--- config.mk ---
export PLATFORM = sky130hd
export DESIGN_NAME = dma_chain_seq
export DESIGN_NICKNAME = d
export VERILOG_FILES = /design/src/rtl/dcs_pkg.sv /design/src/rtl/dcs_fetch.sv /design/src/rtl/dcs_ctx.sv /design/src/rtl/dcs_irq.sv /design/src/rtl/dma_chain_seq.sv
export SDC_FILE = /design/constraint.sdc
export NUM_CORES = 1
export LEC_CHECK = 0
export ABC_AREA = 1
export BUFFER_PORTS_ARGS = -buffer_cell sky130_fd_sc_hd__buf_2
export CORE_MARGIN = 4
export CORE_UTILIZATION = 34
export DETAILED_ROUTE_END_ITERATION = 12
export PLACE_DENSITY = 0.52
export SLEW_MARGIN = 20
export SYNTH_ARGS = -nofsm -noshare
export SYNTH_HDL_FRONTEND = slang
export SYNTH_SLANG_ARGS = --single-unit
--- constraint.sdc ---
create_clock -name clk -period 5.28 [get_ports clk]
set_clock_uncertainty 0.2 [all_clocks]
set_input_delay 0.792 -clock clk [delete_from_list [all_inputs] [get_ports clk]]
set_output_delay 0.792 -clock clk [all_outputs]
set_load 0.05 [all_outputs]
--- src/rtl/dcs_pkg.sv ---
// Shared constants and types for the descriptor sequencer.
// Assumes 32-bit addresses and a 32-bit descriptor word.
package dcs_pkg;
    localparam int DW         = 32;
    localparam int SIZE_W     = 16;
    localparam int SRC_CONT_B = 16;
    localparam int DST_CONT_B = 17;
    localparam int DESC_WORDS = 4;
    localparam int WIDX_W     = $clog2(DESC_WORDS);

    typedef enum logic [1:0] {
        SQ_IDLE   = 2'd0,
        SQ_LAUNCH = 2'd1,
        SQ_RUN    = 2'd2,
        SQ_FETCH  = 2'd3
    } seq_state_t;

    typedef struct packed {
        logic [DW-1:0] src;
        logic [DW-1:0] dst;
        logic [DW-1:0] ctrl;
        logic [DW-1:0] nxt;
    } desc_t;
endpackage

--- src/rtl/dcs_fetch.sv ---
// Descriptor fetcher: on go, reads DESC_WORDS consecutive words from base.
// Holds each request until ack, then pulses done for one cycle with all
// words assembled. Assumes base is word aligned and ack only answers req.
module dcs_fetch
    import dcs_pkg::*;
(
    input  logic          clk,
    input  logic          rst_n,
    input  logic          go,
    input  logic [DW-1:0] base,
    output logic          mem_req,
    output logic [DW-1:0] mem_addr,
    input  logic          mem_ack,
    input  logic [DW-1:0] mem_rdata,
    output logic          done,
    output desc_t         desc
);
    logic              active;
    logic [WIDX_W-1:0] idx;
    logic [DW-1:0]     base_r;
    logic [DW-1:0]     words [DESC_WORDS];

    // Walk the word index and capture each acknowledged word.
    always_ff @(posedge clk) begin
        if (!rst_n) begin
            active <= 1'b0;
            idx    <= '0;
            base_r <= '0;
            done   <= 1'b0;
            for (int i = 0; i < DESC_WORDS; i++) words[i] <= '0;
        end else begin
            done <= 1'b0;
            if (go && !active) begin
                active <= 1'b1;
                idx    <= '0;
                base_r <= base;
            end else if (active && mem_ack) begin
                words[idx] <= mem_rdata;
                idx        <= idx + 1'b1;
                if (idx == WIDX_W'(DESC_WORDS - 1)) begin
                    active <= 1'b0;
                    done   <= 1'b1;
                end
            end
        end
    end

    // Request address is base plus the word index in bytes.
    always_comb begin
        mem_req  = active;
        mem_addr = base_r + {{(DW-WIDX_W-2){1'b0}}, idx, 2'b00};
    end

    // Word order in memory: source, destination, control, next pointer.
    always_comb begin
        desc.src  = words[0];
        desc.dst  = words[1];
        desc.ctrl = words[2];
        desc.nxt  = words[3];
    end

    AST_REQ_HOLD: assert property (@(posedge clk) disable iff (!rst_n)
        mem_req && !mem_ack |=> mem_req && $stable(mem_addr));
    AST_WORD_ALIGN: assert property (@(posedge clk) disable iff (!rst_n)
        mem_req |-> mem_addr[1:0] == 2'b00);
    AST_DONE_IDLE: assert property (@(posedge clk) disable iff (!rst_n)
        done |-> !mem_req);
endmodule

--- src/rtl/dcs_ctx.sv ---
// Channel context: holds the live descriptor and the continuation addresses.
// Loads user fields on start, captures mover end addresses on buffer done,
// and on a descriptor load picks each side from memory or continuation
// according to the continue bits of the buffer that just finished.
module dcs_ctx
    import dcs_pkg::*;
(
    input  logic          clk,
    input  logic          rst_n,
    input  logic          load_usr,
    input  desc_t         usr,
    input  logic          capture_end,
    input  logic [DW-1:0] src_end,
    input  logic [DW-1:0] dst_end,
    input  logic          load_lli,
    input  desc_t         lli,
    output desc_t         cur
);
    logic [DW-1:0] cont_src;
    logic [DW-1:0] cont_dst;

    // Remember where each side stopped on the buffer just completed.
    always_ff @(posedge clk) begin
        if (!rst_n) begin
            cont_src <= '0;
            cont_dst <= '0;
        end else if (capture_end) begin
            cont_src <= src_end;
            cont_dst <= dst_end;
        end
    end

    // Update the live descriptor from user inputs or from a fetched item.
    always_ff @(posedge clk) begin
        if (!rst_n) begin
            cur <= '0;
        end else if (load_usr) begin
            cur <= usr;
        end else if (load_lli) begin
            cur.src  <= cur.ctrl[SRC_CONT_B] ? cont_src : lli.src;
            cur.dst  <= cur.ctrl[DST_CONT_B] ? cont_dst : lli.dst;
            cur.ctrl <= lli.ctrl;
            cur.nxt  <= lli.nxt;
        end
    end
endmodule

--- src/rtl/dcs_irq.sv ---
// Sticky status with write-one-to-clear pulses and mask gating.
// A set and a clear in the same cycle leave the bit set.
module dcs_irq (
    input  logic clk,
    input  logic rst_n,
    input  logic set_buf,
    input  logic set_chain,
    input  logic clr_buf,
    input  logic clr_chain,
    input  logic mask_buf,
    input  logic mask_chain,
    output logic sts_buf,
    output logic sts_chain,
    output logic irq_buf,
    output logic irq_chain
);
    // Hold each status until cleared; setting takes priority.
    always_ff @(posedge clk) begin
        if (!rst_n) begin
            sts_buf   <= 1'b0;
            sts_chain <= 1'b0;
        end else begin
            if (set_buf)        sts_buf <= 1'b1;
            else if (clr_buf)   sts_buf <= 1'b0;
            if (set_chain)      sts_chain <= 1'b1;
            else if (clr_chain) sts_chain <= 1'b0;
        end
    end

    // Gate the status bits onto the interrupt lines.
    always_comb begin
        irq_buf   = sts_buf & mask_buf;
        irq_chain = sts_chain & mask_chain;
    end

    AST_BUF_SET_WINS: assert property (@(posedge clk) disable iff (!rst_n)
        set_buf |=> sts_buf);
    AST_CHAIN_SET_WINS: assert property (@(posedge clk) disable iff (!rst_n)
        set_chain |=> sts_chain);
    AST_CLR_BUF: assert property (@(posedge clk) disable iff (!rst_n)
        clr_buf && !set_buf |=> !sts_buf);
endmodule

--- src/rtl/dma_chain_seq.sv ---
// Per-channel multi-buffer sequencer. Launches one buffer at a time on the
// mover; after each done it ends the chain (both continue bits set) or reads
// the next descriptor and launches again. Assumes mv_done pulses once per
// launch while a buffer is outstanding, and pointers are word aligned.
module dma_chain_seq
    import dcs_pkg::*;
(
    input  logic              clk,
    input  logic              rst_n,
    input  logic              start,
    input  logic [DW-1:0]     usr_src,
    input  logic [DW-1:0]     usr_dst,
    input  logic [DW-1:0]     usr_ctrl,
    input  logic [DW-1:0]     usr_next,
    output logic              busy,
    output logic              mv_start,
    output logic [DW-1:0]     mv_src,
    output logic [DW-1:0]     mv_dst,
    output logic [SIZE_W-1:0] mv_size,
    input  logic              mv_done,
    input  logic [DW-1:0]     mv_src_end,
    input  logic [DW-1:0]     mv_dst_end,
    output logic              mem_req,
    output logic [DW-1:0]     mem_addr,
    input  logic              mem_ack,
    input  logic [DW-1:0]     mem_rdata,
    input  logic              irq_mask_buf,
    input  logic              irq_mask_chain,
    input  logic              clr_buf,
    input  logic              clr_chain,
    output logic              sts_buf,
    output logic              sts_chain,
    output logic              irq_buf,
    output logic              irq_chain
);
    seq_state_t state;
    desc_t      cur;
    desc_t      usr;
    desc_t      lli;
    logic       fetch_go;
    logic       fetch_done;
    logic       load_usr;
    logic       buf_end;
    logic       is_last;

    // Decode sequencing events from the state and handshakes.
    always_comb begin
        usr      = '{src: usr_src, dst: usr_dst, ctrl: usr_ctrl, nxt: usr_next};
        load_usr = start && (state == SQ_IDLE);
        buf_end  = mv_done && (state == SQ_RUN);
        is_last  = cur.ctrl[SRC_CONT_B] && cur.ctrl[DST_CONT_B];
        fetch_go = buf_end && !is_last;
    end

    // Channel state machine: launch, wait for done, fetch, relaunch.
    always_ff @(posedge clk) begin
        if (!rst_n) begin
            state <= SQ_IDLE;
        end else begin
            unique case (state)
                SQ_IDLE:   if (start)      state <= SQ_LAUNCH;
                SQ_LAUNCH:                 state <= SQ_RUN;
                SQ_RUN:    if (mv_done)    state <= is_last ? SQ_IDLE : SQ_FETCH;
                SQ_FETCH:  if (fetch_done) state <= SQ_LAUNCH;
                default:                   state <= SQ_IDLE;
            endcase
        end
    end

    // Mover-facing outputs come straight from the live descriptor.
    always_comb begin
        busy     = (state != SQ_IDLE);
        mv_start = (state == SQ_LAUNCH);
        mv_src   = cur.src;
        mv_dst   = cur.dst;
        mv_size  = cur.ctrl[SIZE_W-1:0];
    end

    dcs_ctx u_ctx (
        .clk         (clk),
        .rst_n       (rst_n),
        .load_usr    (load_usr),
        .usr         (usr),
        .capture_end (buf_end),
        .src_end     (mv_src_end),
        .dst_end     (mv_dst_end),
        .load_lli    (fetch_done),
        .lli         (lli),
        .cur         (cur)
    );

    dcs_fetch u_fetch (
        .clk       (clk),
        .rst_n     (rst_n),
        .go        (fetch_go),
        .base      (cur.nxt),
        .mem_req   (mem_req),
        .mem_addr  (mem_addr),
        .mem_ack   (mem_ack),
        .mem_rdata (mem_rdata),
        .done      (fetch_done),
        .desc      (lli)
    );

    dcs_irq u_irq (
        .clk        (clk),
        .rst_n      (rst_n),
        .set_buf    (buf_end),
        .set_chain  (buf_end && is_last),
        .clr_buf    (clr_buf),
        .clr_chain  (clr_chain),
        .mask_buf   (irq_mask_buf),
        .mask_chain (irq_mask_chain),
        .sts_buf    (sts_buf),
        .sts_chain  (sts_chain),
        .irq_buf    (irq_buf),
        .irq_chain  (irq_chain)
    );

    AST_LAUNCH_PULSE: assert property (@(posedge clk) disable iff (!rst_n)
        mv_start |=> !mv_start);
    AST_NO_FETCH_IDLE: assert property (@(posedge clk) disable iff (!rst_n)
        mem_req |-> busy);
    AST_CHAIN_ENDS_IDLE: assert property (@(posedge clk) disable iff (!rst_n)
        $rose(sts_chain) |-> !busy);
    AST_NO_LAUNCH_IN_FETCH: assert property (@(posedge clk) disable iff (!rst_n)
        mem_req |-> !mv_start);
endmodule

==> impl_metrics.json, run 1 <==
{
  "result_of_the_run": "finished, final reports clean",
  "clkLatencyLatePin_ns": 0.55,
  "postCtsSetupBuffers": 0,
  "total_power_uw": 7010,
  "vdd_drop_max_mv": 0.196,
  "grt_max_degree": 91,
  "ioPinCount": 352,
  "power.density_cell_area_nw_per_um2": 404,
  "clock-sinks": 332,
  "wl_per_cell_um": 18.6,
  "placement.setup.worst_slack_ns": 1.53,
  "grt_first_pass_wirelength_mm": 72.0,
  "power.share.sequential_pct": 42.0,
  "io_buffers": 337,
  "drt_first_iter_violations": 778,
  "finish.instance_area_um2": 17300,
  "clockBufferDepth": 3,
  "mappedNetlistNets": 1983,
  "start_util_pct": 34.3,
  "post_cts.resized_instances": 0,
  "synth.ff_latch_count": 332,
  "die_area_um2": 46700,
  "grt.total_usage_pct": 19.9,
  "fmaxAchievable_mhz": 272,
  "vias_in_the_first_global_route": 12400,
  "reg2reg_setup_slack_ns": 2.26,
  "holdBufCountCts": 0,
  "cp-end-kind": "output pin",
  "worst-endpoint-arrival_ns": 2.68,
  "ctsRootBufferMaster": "sky130_fd_sc_hd__clkbuf_16",
  "routed_via_density": 4.86,
  "ys_dominant_reg_cell": "sky130_fd_sc_hd__dfxtp_1",
  "worstSetupStartpointType": "register",
  "worst-slew-pin-transition_ns": 0.976,
  "detailed_place_hpwl_mm": 32.8,
  "critical_path_class": "reg2out",
  "finalHoldViolCount": 0,
  "row_count": 76,
  "syn_avg_cell_area_um2": 8.46,
  "finalSetupViolations": 0,
  "final_stage_net_count": 2172,
  "numCtsBuffers": 40,
  "yosysUniqueCellTypes": 32,
  "post_dp_cell_area_um2": 16100,
  "die_h_um": 216,
  "ys_async_sr_fraction_pct": 0,
  "cp_max_fo": 6,
  "core-area_um2": 43000,
  "timing_max_transition_violations_final": 0,
  "timing.critical_path.required_ns": 4.29,
  "firstDrtPassIters": 5,
  "cts-htree-levels": 2,
  "period_needed_ns": 3.67,
  "internal-power_uw": 4820,
  "cts_tree": "built",
  "number_of_vias_in_the_routed_layout": 12400,
  "drtAntennaViolNets": 0,
  "comb_power_share_pct": 19.2,
  "max-cap-violations": 0,
  "synth_warnings": 0,
  "p_sw_uw": 2190,
  "width_of_the_die_um": 216,
  "leakage_uw": 0.00700,
  "grt_setup_unrepaired": "false",
  "globalRouteOverflowTotal": 0,
  "power.switching_fraction_pct": 31.2,
  "routed_wirelength_mm": 47.5,
  "post_synth_instance_area_um2": 14700,
  "synth_seq_area_share_pct": 52.8,
  "final_routed_drc_violation_total": 0,
  "postSynthCellCount": 1742,
  "timing.max_slew.rel_slack_pct": 34.9,
  "final_common_cell": "sky130_fd_sc_hd__buf_2",
  "layout-area-overhead-vs-synth_pct": 17.7,
  "p_clk_share_pct": 38.8,
  "fin_tns_setup_ns": 0,
  "most-common-layout-cells": "sky130_fd_sc_hd__buf_2 (336), sky130_fd_sc_hd__nand2_1 (309), sky130_fd_sc_hd__dfxtp_1 (215)",
  "worst_hold_check_path_type": "reg2reg",
  "gpl.final_weighted_congestion": 0.868,
  "layout-drive-gt1-share_pct": 21.9,
  "grt_antenna_before_repair": 7,
  "cts.reportedPaths.clkPinSlew_ns": 0.06,
  "finalCritPeriodShare_pct": 69.6,
  "synth_enable_flop_cells": 114,
  "final.setup.worst_slack_ns": 1.61
}
power by group through the flow:
stage / combinational, uW / clock [uW] / sequential [uW]
after CTS: 1370 / 2800 / 2940
after detailed placement: 1360 / 0 / 3000
after floorplan: 1140 / 0 / 2970
after global placement: 1350 / 0 / 2990
after global routing: 1470 / 2910 / 2960
final: 1350 / 2720 / 2940
worst max-delay path, stage by stage (launching register included):
cell                      delay [ns]
sky130_fd_sc_hd__dfxtp_1        0.48
sky130_fd_sc_hd__ha_1           0.25
sky130_fd_sc_hd__fa_1           0.36
sky130_fd_sc_hd__inv_1          0.12
sky130_fd_sc_hd__nor2_1         0.12
sky130_fd_sc_hd__nand2_1        0.10
sky130_fd_sc_hd__nor2_2         0.21
sky130_fd_sc_hd__xor2_1         0.20
sky130_fd_sc_hd__buf_2          0.29
layer usage:
layer	routed length, um	vias to the layer above	GRT usage (%)
li1	-	6156	-
met1	21800	5807	26.8
met2	22200	324	32.7
met3	2320	81	3.98
met4	1130	12	5.65
met5	70	-	0
registers in the layout (all words and copies together), names as in the netlist:
| signal | flops |
|---|---|
| u_irq.sts_buf | 1 |
| u_ctx.cont_src | 32 |
| u_fetch.base_r | 32 |
| u_irq.sts_chain | 1 |
| u_ctx.cur | 114 |
| state | 2 |
| u_fetch.words | 114 |
| u_fetch.idx | 2 |
| u_fetch.mem_req | 1 |
| u_fetch.done | 1 |
| u_ctx.cont_dst | 32 |
worst paths after layout:
path,startpoint,cells past startpoint,to
worst max-delay path,u_fetch.idx[0],8,mem_addr[14]
worst min-delay path,u_ctx.cont_src[12],2,u_ctx.cont_src[12]
worst min register to register,u_ctx.cont_src[12],2,u_ctx.cont_src[12]
worst max register to register,u_fetch.mem_req,6,u_fetch.words[0][12]
final cells by class:
type,count,area [um^2]
diodes,1,2.50
clock buffers,66,1180
clock inverters,8,106
fillers,4567,25600
inverters,149,564
multi-input cells,1059,5190
flip-flops and latches,332,7790
well taps,585,732
repair buffers,349,1780
through the flow:
stage	hold slack (ns)	util (%)	std cells
final	0.250	40.4	2549
after global routing	0.265	40.4	2548
after CTS	0.252	40.4	2548
after detailed placement	0.243	37.4	2474
after global placement	0.239	37.4	2474
after floorplan	0.229	-	1742
cell usage after synthesis (7+ instances only):
| cell type | count | area share, % |
|---|---|---|
| sky130_fd_sc_hd__buf_6 | 8 | 0.61 |
| sky130_fd_sc_hd__nand3_1 | 18 | 0.61 |
| sky130_fd_sc_hd__buf_4 | 101 | 5.1 |
| sky130_fd_sc_hd__nor2_1 | 141 | 3.6 |
| sky130_fd_sc_hd__a21oi_1 | 200 | 6.8 |
| sky130_fd_sc_hd__a31oi_1 | 64 | 2.7 |
| sky130_fd_sc_hd__xor2_1 | 15 | 0.89 |
| sky130_fd_sc_hd__nor3_1 | 19 | 0.65 |
| sky130_fd_sc_hd__o21ai_0 | 136 | 4.6 |
| sky130_fd_sc_hd__clkbuf_1 | 54 | 1.4 |
| sky130_fd_sc_hd__nand2_1 | 311 | 7.9 |
| sky130_fd_sc_hd__buf_2 | 35 | 1.2 |
| sky130_fd_sc_hd__inv_1 | 141 | 3.6 |
| sky130_fd_sc_hd__o21ai_1 | 66 | 2.2 |
| sky130_fd_sc_hd__dfxtp_1 | 218 | 30 |
| sky130_fd_sc_hd__ha_1 | 7 | 0.59 |
| sky130_fd_sc_hd__o211ai_1 | 64 | 3.3 |
| sky130_fd_sc_hd__edfxtp_1 | 114 | 23 |
kinds of logic after synthesis:
group | after synthesis | share of synthesized area, %
adders and majority gates | 8 | 0.730
and+or+nand+nor | 504 | 13.6
buffers and inverters | 351 | 12.2
xor gates and xnor gates | 15 | 0.891
DFF | 332 | 52.8
AOI/OAI and AO/OA | 532 | 19.7
(Power assumes the default switching activity.)
==> inputs of run 2 (changes only) <==
==> constraint.sdc (replaced) <==
create_clock -name clk -period 3.4 [get_ports clk]
set_clock_uncertainty 0.2 [all_clocks]
set_input_delay 0.51 -clock clk [delete_from_list [all_inputs] [get_ports clk]]
set_output_delay 0.51 -clock clk [all_outputs]
set_load 0.05 [all_outputs]
==> run 2 against run 1 <==
Effect of this change:
- total power rose by 60%
- combinational power rose by 59%
- core utilization rose by 1.0 points
- first-iteration DRC count fell by 5.9%
- wire length rose by 1.6%
- clock power rose by 67%
- worst hold slack got worse by 0.21 ns
- cell count rose by 1.2%
- critical path depth fell by 1
- die area did not move
- largest power group unchanged
==> impl_metrics.json, run 2 (synthesis gave the netlist of run 1 again) <==
{
  "cts-htree-levels": 2,
  "final_common_cell": "sky130_fd_sc_hd__buf_2",
  "detailed_place_hpwl_mm": 33.1,
  "cts_tree": "built",
  "internal-power_uw": 7820,
  "worst_hold_check_path_type": "in2reg",
  "row_count": 76,
  "leakage_uw": 0.00720,
  "multi_input_area_um2": 5180,
  "grt.met2_usage_pct": 32.7,
  "comb_power_share_pct": 19.0,
  "core-area_um2": 43000,
  "routed_wirelength_mm": 48.3,
  "wl_per_cell_um": 18.7,
  "globalRouteOverflowTotal": 0,
  "power.density_cell_area_nw_per_um2": 633,
  "drt_first_iter_violations": 732,
  "finalCritPeriodShare_pct": 94.0,
  "ctsRootBufferMaster": "sky130_fd_sc_hd__clkbuf_16",
  "cp-end-kind": "output pin",
  "layout-area-overhead-vs-synth_pct": 20.6,
  "crit_path_frequent_cell": "sky130_fd_sc_hd__nand3_1",
  "cp_max_fo": 6,
  "width_of_the_die_um": 216,
  "number_of_vias_in_the_routed_layout": 12500,
  "ioPinCount": 352,
  "drtAntennaViolNets": 0,
  "fin_tns_setup_ns": 0,
  "fmaxAchievable_mhz": 313,
  "start_util_pct": 34.3,
  "critical-path-max-stage-delay_ns": 0.47,
  "die_area_um2": 46700,
  "die_h_um": 216,
  "most-common-layout-cells": "sky130_fd_sc_hd__buf_2 (334), sky130_fd_sc_hd__nand2_1 (310), sky130_fd_sc_hd__dfxtp_1 (215)",
  "grt_setup_unrepaired": "false",
  "grt_max_degree": 138,
  "layout-drive-gt1-share_pct": 22.4,
  "grt_antenna_before_repair": 13,
  "timing_max_transition_violations_final": 0,
  "worst-slew-pin-transition_ns": 0.823,
  "result_of_the_run": "finished, final reports clean",
  "power.switching_fraction_pct": 30.5,
  "global_route.usage.met1_pct": 27.2,
  "grt_first_pass_wirelength_mm": 72.6,
  "firstDrtPassIters": 4,
  "clock-sinks": 332,
  "finalSetupViolations": 0,
  "grt.total_usage_pct": 20.1,
  "final_routed_drc_violation_total": 0,
  "final_stage_net_count": 2199,
  "cts.reportedPaths.clkPinSlew_ns": 0.06,
  "largest_registers": "u_ctx.cur (114), u_fetch.words (114)",
  "busiest_layer": "met2",
  "sequence_of_cells_on_the_critical_path": "ha_1, fa_2, nand3_1, nor2_2, nand3_1, xor2_1, clkbuf_4",
  "worstSetupStartpointType": "register",
  "p_clk_share_pct": 40.4,
  "clkLatencyLatePin_ns": 0.55,
  "numCtsBuffers": 40,
  "io_buffers": 337,
  "timing.critical_path.required_ns": 2.69,
  "grtUsageMet3_pct": 4.21,
  "finish.instance_area_um2": 17800,
  "power.share.sequential_pct": 40.6,
  "p_sw_uw": 3430,
  "finalHoldViolCount": 0,
  "worst-endpoint-arrival_ns": 2.49,
  "clockBufferDepth": 3,
  "timing.max_slew.rel_slack_pct": 44.9,
  "n_fill_cell": 4514,
  "slowest_stage": "sky130_fd_sc_hd__dfxtp_1",
  "gpl.final_weighted_congestion": 0.860,
  "vdd_drop_max_mv": 0.425,
  "period_needed_ns": 3.20,
  "max-cap-violations": 0,
  "routed_via_density": 4.85,
  "reg2reg_setup_slack_ns": 1.01,
  "critical_path_class": "reg2out",
  "vias_in_the_first_global_route": 12400,
  "post_dp_cell_area_um2": 16100,
  "seq_area_um2": 7790
}
## run 2: changes by cell type in the layout (fill, tap and decap cells not counted), sizes merged
| cell | before | now |
|---|---|---|
| clkbuf | 66 | 63 |
| inv | 149 | 150 |
| dlygate4sd3 | 0 | 21 |
| bufinv | 2 | 5 |
| buf | 349 | 353 |
| clkinvlp | 0 | 1 |
| diode | 1 | 5 |
## run 2: per-stage QoR
step / hold slack [ns] / worst slack, ns / util, % / instances / power (uW)
floorplan: 0.229 / 0.432 / - / 1742 / 6380
global placement: 0.239 / 0.638 / 37.6 / 2480 / 6760
detailed placement: 0.243 / 0.633 / 37.6 / 2480 / 6790
CTS: 0.00102 / 0.0326 / 41.3 / 2575 / 11400
global route: 0.0232 / 0.00530 / 41.4 / 2577 / 11700
finish: 0.0367 / 0.204 / 41.4 / 2580 / 11300
## run 2: cell type report
cell class | count | area share, %
clock buffers | 61 | 6.76
multi-input cells | 1059 | 29.1
inverters | 149 | 3.17
repair buffers | 376 | 11.8
diodes | 5 | 0.0704
well taps | 585 | 4.12
flip-flops and latches | 332 | 43.8
clock inverters | 13 | 1.15
## run 2: repair_timing
item / 4_1_cts / 5_1_grt
hold buffers: 21 / 0
endpoints found under the hold margin: 21 / 0
gates resized for setup: 0 / 3
endpoints found under the setup margin: 0 / 6
setup buffers: 0 / 0
## run 2: routing by layer
layer / wire, um / up-vias / part of all wire (%)
met5: 96 / - / 0.20
met4: 1060 / 14 / 2.2
met3: 2660 / 76 / 5.5
met2: 22100 / 309 / 46
met1: 22400 / 5893 / 46
li1: - / 6226 / -
## run 2: power by group through the flow
stage	combinational [uW]	sequential (uW)	clock (uW)
floorplan	1760	4610	0
global placement	2120	4650	0
detailed placement	2130	4650	0
CTS	2160	4570	4670
global route	2320	4610	4810
finish	2140	4570	4550
## run 2: worst max-delay path, delay by kind of cell (launching register included)
family	cells	cell delay (ns)
fa+ha+maj	2	0.54
simple gates	3	0.56
buf+inv	1	0.24
xor+xnor	1	0.14
flops	1	0.47
## run 2: path summary, 6_finish.rpt
path                  startpoint                 to  cells past startpoint
setup / recovery  u_fetch.idx[0]       mem_addr[16]                      7
hold / removal     mv_src_end[0]  u_ctx.cont_src[0]                      3
setup reg to reg    u_fetch.done      u_ctx.cur[83]                      5
hold reg to reg     u_ctx.cur[3]  u_fetch.base_r[3]                      2
